File: src/rtl/cas_mf_align.sv
module cas_mf_align #(
  parameter int MISS_MAX = 2
) (
  input  logic       clk,
  input  logic       rst_n,
  input  logic       frm_stb,
  input  logic [7:0] ts16,
  output logic       mf_lock,
  output logic       mf_conf,
  output logic [3:0] mf_frame,
  output logic       far_y,
  output logic [4:0] ch_upper,
  output logic [4:0] ch_lower
);
  localparam int MW = $clog2(MISS_MAX + 1);

  typedef enum logic [1:0] {HUNT, CHECK, SYNC} st_t;

  st_t         st;
  logic [3:0]  frame;
  logic [MW-1:0] miss;
  logic        y;

  wire       zero_nib = (ts16[7:4] == 4'h0);
  wire [3:0] nxt      = frame + 4'd1;
  wire       at0      = (nxt == 4'd0);

  always_ff @(posedge clk) begin
    if (!rst_n) begin
      st    <= HUNT;
      frame <= 4'd0;
      y     <= 1'b0;
      miss  <= '0;
    end else if (frm_stb) begin
      case (st)
        HUNT: if (zero_nib) begin
          st    <= CHECK;
          frame <= 4'd0;
          y     <= ts16[2];
          miss  <= '0;
        end
        CHECK: begin
          frame <= nxt;
          if (at0) begin
            if (zero_nib) begin
              st <= SYNC;
              y  <= ts16[2];
            end else begin
              st    <= HUNT;
              frame <= 4'd0;
              y     <= 1'b0;
            end
          end
        end
        SYNC: begin
          frame <= nxt;
          if (at0) begin
            if (zero_nib) begin
              miss <= '0;
              y    <= ts16[2];
            end else if (miss == MW'(MISS_MAX - 1)) begin
              st    <= HUNT;
              frame <= 4'd0;
              y     <= 1'b0;
              miss  <= '0;
            end else begin
              miss <= miss + 1'b1;
            end
          end
        end
        default: st <= HUNT;
      endcase
    end
  end

  assign mf_lock  = (st != HUNT);
  assign mf_conf  = (st == SYNC);
  assign mf_frame = frame;
  assign far_y    = y;
  assign ch_upper = (mf_lock && frame != 4'd0) ? {1'b0, frame} : 5'd0;
  assign ch_lower = (mf_lock && frame != 4'd0) ? {1'b0, frame} + 5'd15 : 5'd0;
endmodule

File: config.mk
export PLATFORM = sky130hd
export DESIGN_NAME = cas_mf_align
export DESIGN_NICKNAME = d
export VERILOG_FILES = /design/src/rtl/cas_mf_align.sv
export SDC_FILE = /design/constraint.sdc
export NUM_CORES = 1
export LEC_CHECK = 0
export BUFFER_PORTS_ARGS = -buffer_cell sky130_fd_sc_hd__buf_2
export CORE_MARGIN = 5
export CORE_UTILIZATION = 47
export CTS_CLUSTER_SIZE = 8
export DETAILED_ROUTE_END_ITERATION = 8
export PLACE_DENSITY = 0.81
export SYNTH_ARGS = -nofsm -noshare
export SYNTH_HDL_FRONTEND = slang
export SYNTH_SLANG_ARGS = --single-unit
File: constraint.sdc
create_clock -name clk -period 2.29 [get_ports clk]
set_clock_uncertainty 0.2 [all_clocks]
set_input_delay 0.458 -clock clk [delete_from_list [all_inputs] [get_ports clk]]
set_output_delay 0.458 -clock clk [all_outputs]
set_load 0.01 [all_outputs]
== Yosys cells after proc, flatten, opt, wreduce, memory -nomap -nowiden ==
Index checks and enable logic that the tools add are counted.

* Register bits: 9
* Bits of input ports: 11
* Word-level logic and storage cells: 56

* Add/sub/neg operators: 3
* Equality and inequality tests: 9
* Mux-type cells: 28
* Reductions and logical operators: 12

{| class="wikitable"
|+ Operator list
! kind !! count
|-
| 2-to-1 mux 4 bit || 7
|-
| 2-to-1 mux 2 bit || 10
|-
| one-hot mux 4 bit (3 select lines) || 1
|-
| AND reduction 6 bit || 2
|-
| logical NOT 4 bit || 2
|-
| 2-to-1 mux 1 bit || 6
|-
| != test 2 bit, second input constant || 3
|-
| one-hot mux 2 bit (3 select lines) || 1
|-
| adder 4 x 4 -> 5 bit, second input constant || 1
|-
| 2-to-1 mux 5 bit || 1
|-
| adder 4 x 1 -> 4 bit, second input constant || 1
|-
| equality test 2 x 1 -> 1 bit, second input constant || 2
|-
| != test 2 x 1 -> 1 bit, second input constant || 2
|-
| one-hot mux 2 bit (2 select lines) || 1
|-
| AND reduction 4 bit || 1
|-
| nonzero test 2 bit || 2
|-
| nonzero test 4 bit || 1
|-
| != test 3 x 1 -> 1 bit, second input constant || 1
|-
| one-hot mux 1 bit (3 select lines) || 1
|-
| AND reduction 3 bit || 1
|-
| nonzero test 3 bit || 1
|-
| adder 2 x 1 -> 2 bit, second input constant || 1
|-
| equality test 2 bit, second input constant || 1
|-
| logical NOT 2 bit || 1
|-
| logical AND 1 bit || 1
|}

== Longest topological paths before layout ==
* Depth after elaboration: 5
* Gate-level depth with buffers: 6

== Worst setup path before layout ==
No wires, ideal clock.

* Kind: reg-to-reg
* Start: register frame[0], in the netlist mf_frame[0]
* End: register miss[1]
* Data arrival time: 1654 ps
* Data required time: 1975 ps
* Setup slack: 321 ps
* Stages on the path, launching flop included: 6
* Clock period less this slack: 1969 ps
* Cells stage by stage: dfxtp_1 -> ha_1 -> nand2_1 -> or3_1 -> o311a_1 -> and2_1

* Word-level cells in the longest chain between the ends: 4

{| class="wikitable"
|+ RTL lines
! what !! line !! source
|-
| from (decl) || 20 || <nowiki>logic [3:0] frame;</nowiki>
|-
| from (signal assigned) || 43 || <nowiki>frame <= nxt;</nowiki>
|-
| from (signal assigned) || 56 || <nowiki>frame <= nxt;</nowiki>
|-
| adder 4 x 1 -> 4 bit || 25 || <nowiki>wire [3:0] nxt = frame + 4'd1;</nowiki>
|-
| logical NOT 4 bit || 26 || <nowiki>wire at0 = (nxt == 4'd0);</nowiki>
|-
| != test 2 x 1 -> 1 bit (no line) || n/a ||
|-
| AND reduction 4 bit (no line) || n/a ||
|-
| to (signal assigned) || 67 || <nowiki>miss <= miss + 1'b1;</nowiki>
|-
| to (decl) || 21 || <nowiki>logic [MW-1:0] miss;</nowiki>
|}

No other way between the ends.
A chain may end at the register's enable or synchronous reset.

== Worst setup path in the final report ==
* Start: register st[0]
* End: output ch_lower[4]

* Word-level cells in the longest chain between the ends: 3

{| class="wikitable"
|+ RTL lines
! what !! line !! source
|-
| from (decl) || 19 || <nowiki>st_t st;</nowiki>
|-
| from (signal assigned) || 30 || <nowiki>st <= HUNT;</nowiki>
|-
| from (signal assigned) || 37 || <nowiki>st <= CHECK;</nowiki>
|-
| from (signal assigned) || 46 || <nowiki>st <= SYNC;</nowiki>
|-
| nonzero test 2 bit || 76 || <nowiki>assign mf_lock = (st != HUNT);</nowiki>
|-
| logical AND 1 bit || 81 || <nowiki>assign ch_lower = (mf_lock && frame != 4'd0) ? {1'b0, frame} + 5'd15 : 5'd0;</nowiki>
|-
| 2-to-1 mux 5 bit || 81 ||
|-
| to (decl) || 13 || <nowiki>output logic [4:0] ch_lower</nowiki>
|}

No other way between the ends.

==> results.txt <==
Clock power frac = 26.1%
GRT Overall Usage = 15.2%
first-pass GRT wire length = 3110 microns
register area share after synthesis = 24.0%
fraction of layout instances using a drive strength above 1 = 29.5%
Slew Limit Fails = 0
Clock Latency Late Sink = 270 ps
Crit. End Element = output port
critical setup path kind = register to output port
ys async rst share = 0%
yosys warns = 0
most frequent cells in the layout = 23 x buf_2, 11 x inv_1, 8 x nor2_1, 8 x nand2_1, 8 x dfxtp_1
vias in the first global route = 712
Starting Density = 49.8%
drc violations = 0
Cell Rows = 14
Synth Flop Type = dfxtp_1
Req. time, crit path = 1630 ps
clk buf depth = 2
Min Clock Period, post-route = 2150 ps
Worst setup SP type = register
Total Wirelength = 1820 microns
PwrDens = 549 mW/mm^2
Die W = 49.9 microns
dpl cell area = 881 sq um
DP HPWL = 1430 microns
Finish-stage setup viols = 0
Crit path arrival time = 1490 ps
status = complete, no violations
Post-Synth XOR/XNOR Area = 2.34%
unrepaired setup endpoints after global routing = false
gp weighted congestion = 0.871
gate count after technology mapping = 95
largest net degree at the start of global routing = 11
combinational group share of total power = 38.3%
Core Region = 0.00151 sq mm
Max Cap Viol = 0
Pre-antenna DRT Iters = 4
Leak Pwr = 0.000439 uW
Clock transition at path regs = 70 ps
P_int = 315 uW
CTS tree = yes
Net Count, Synth = 114
Hold Vio Cnt, Final = 0
Post-synth EDFFs = 0
Final Instance Area = 913 sq um
net count reported at finish = 142
Switch Pwr = 186 uW
commonest non-fill, non-tap cell in the layout = buf_2
Post-DRT Antenna Nets = 0
Avg Cell Area, Syn = 7.89 sq um
Peak supply drop = 385 uV
TritonCTS buffer count = 3
Hold WC Path Type = input pin to register
ant diodes = 0
crit path max fanout = 7
Ports = 28
clk sinks = 9
Switching Share = 37.2%
Power, Total = 501 uW
Setup Buffers After CTS = 0
layout overhead on the synthesized area = 21.9%
Post-Synth Adder-Cell Area = 13.4%
simple-gate share of the synthesized area = 28.0%
Final TNS setup = 0 ps
Root Driver = clkbuf_4
vias after detailed routing = 777
Vias/cell = 5.63
#FFs+latches synth = 9
main combinational cell family by area after synthesis = simple AND/OR/NAND/NOR gates
multiplexer area fraction after synthesis = 0%
Achievable Freq = 0.466 GHz
initial antenna violation count = 0
WL/cell = 13.2 microns
Reg power frac = 35.6%
Post-Synthesis Cell Area = 749 sq um
# port buffers = 23
DR iter-0 viols = 11
H-tree depth = 1
die height = 49.9 microns
Synth Area in Compound Gates = 23.7%
gr ovfl total = 0
DIE AREA = 0.00249 sq mm
synth unique cells = 37
final period utilization = 93.8%
-- per-layer routing --
metal  wire length, microns  up-vias  share of wire, %  GRT usage [%]
met2                    863       17                47           24.4
met3                     82        4               4.5           3.01
met4                     37        0               2.0           6.55
li1                       -      391                 -              -
met1                    835      365                46           19.4
met5                      0        -                 0              0
-- critical path, stage by stage, from the launching register on --
cell	delay (ps)
dfxtp_1	400
inv_1	110
ha_2	240
inv_1	110
nand2_2	100
a21oi_1	120
buf_2	150
-- final timing paths --
check        startpoint          end  slack, ps  depth (start not counted)
max               st[0]  ch_lower[4]        140                          6
min               rst_n        st[0]        270                          2
max reg2reg       st[0]        far_y        270                          6
min reg2reg     miss[1]      miss[1]        280                          1
-- registers in the layout, summed over array words and instances, names as in the netlist --
name,count
mf_frame,4
miss,2
st,2
far_y,1
-- repair_timing --
action	4_1_cts	5_1_grt
setup endpoints to repair	0	7
gates resized for setup	0	3
hold buffers	0	0
-- synthesized netlist by cell type, drive strengths merged (2+ instances only) --
cell	number	area [sq um]
nor3	2	10.0
a21oi	7	35.0
o21a	2	15.0
nand2b	2	12.5
or4	2	15.0
inv	11	41.3
buf	2	18.8
dfxtp	9	180
o21ai	4	20.0
o31a	2	17.5
or3	2	12.5
xnor2	2	17.5
nor4	2	18.8
nor2b	2	12.5
ha	8	100
nand2	9	33.8
o41ai	3	33.8
nor2	8	30.0
-- kinds of logic (layout without fill, tap and decap cells) --
group,count (synthesis),count (layout)
AND/OR/NAND/NOR,38,38
AO/OA/AOI/OAI,24,24
buffers and inverters,13,40
flip-flops,9,9
adder cells (fa/ha/maj),8,8
XOR/XNOR,2,2
other,1,1
-- power groups by stage --
stage	Clock, uW	Sequential, uW	Combinational (uW)
2_1_floorplan	0	180	132
3_3_place_gp	0	181	179
3_5_place_dp	0	182	184
4_1_cts	131	178	186
5_1_grt	144	180	214
6_report	131	179	192
-- stage by stage --
stage | hold slack [ps] | utilization [%] | std cells | setup slack (ps)
floorplan | 220 | - | 95 | 321
global route | 288 | 60.6 | 138 | 22.3
finish | 269 | 60.6 | 138 | 142
detailed placement | 258 | 58.5 | 134 | 124
CTS | 274 | 60.2 | 138 | 35.7
global placement | 238 | 58.5 | 134 | 215
-- area by class of cell --
class,instances,area (sq um)
Tap cell,16,20.0
Fill cell,137,593
Timing Repair Buffer,25,130
Sequential cell,9,181
Multi-Input combinational cell,73,514
Clock buffer,4,26.3
Inverter,11,41.3
Note: power is estimated with default switching activity, not from simulation.
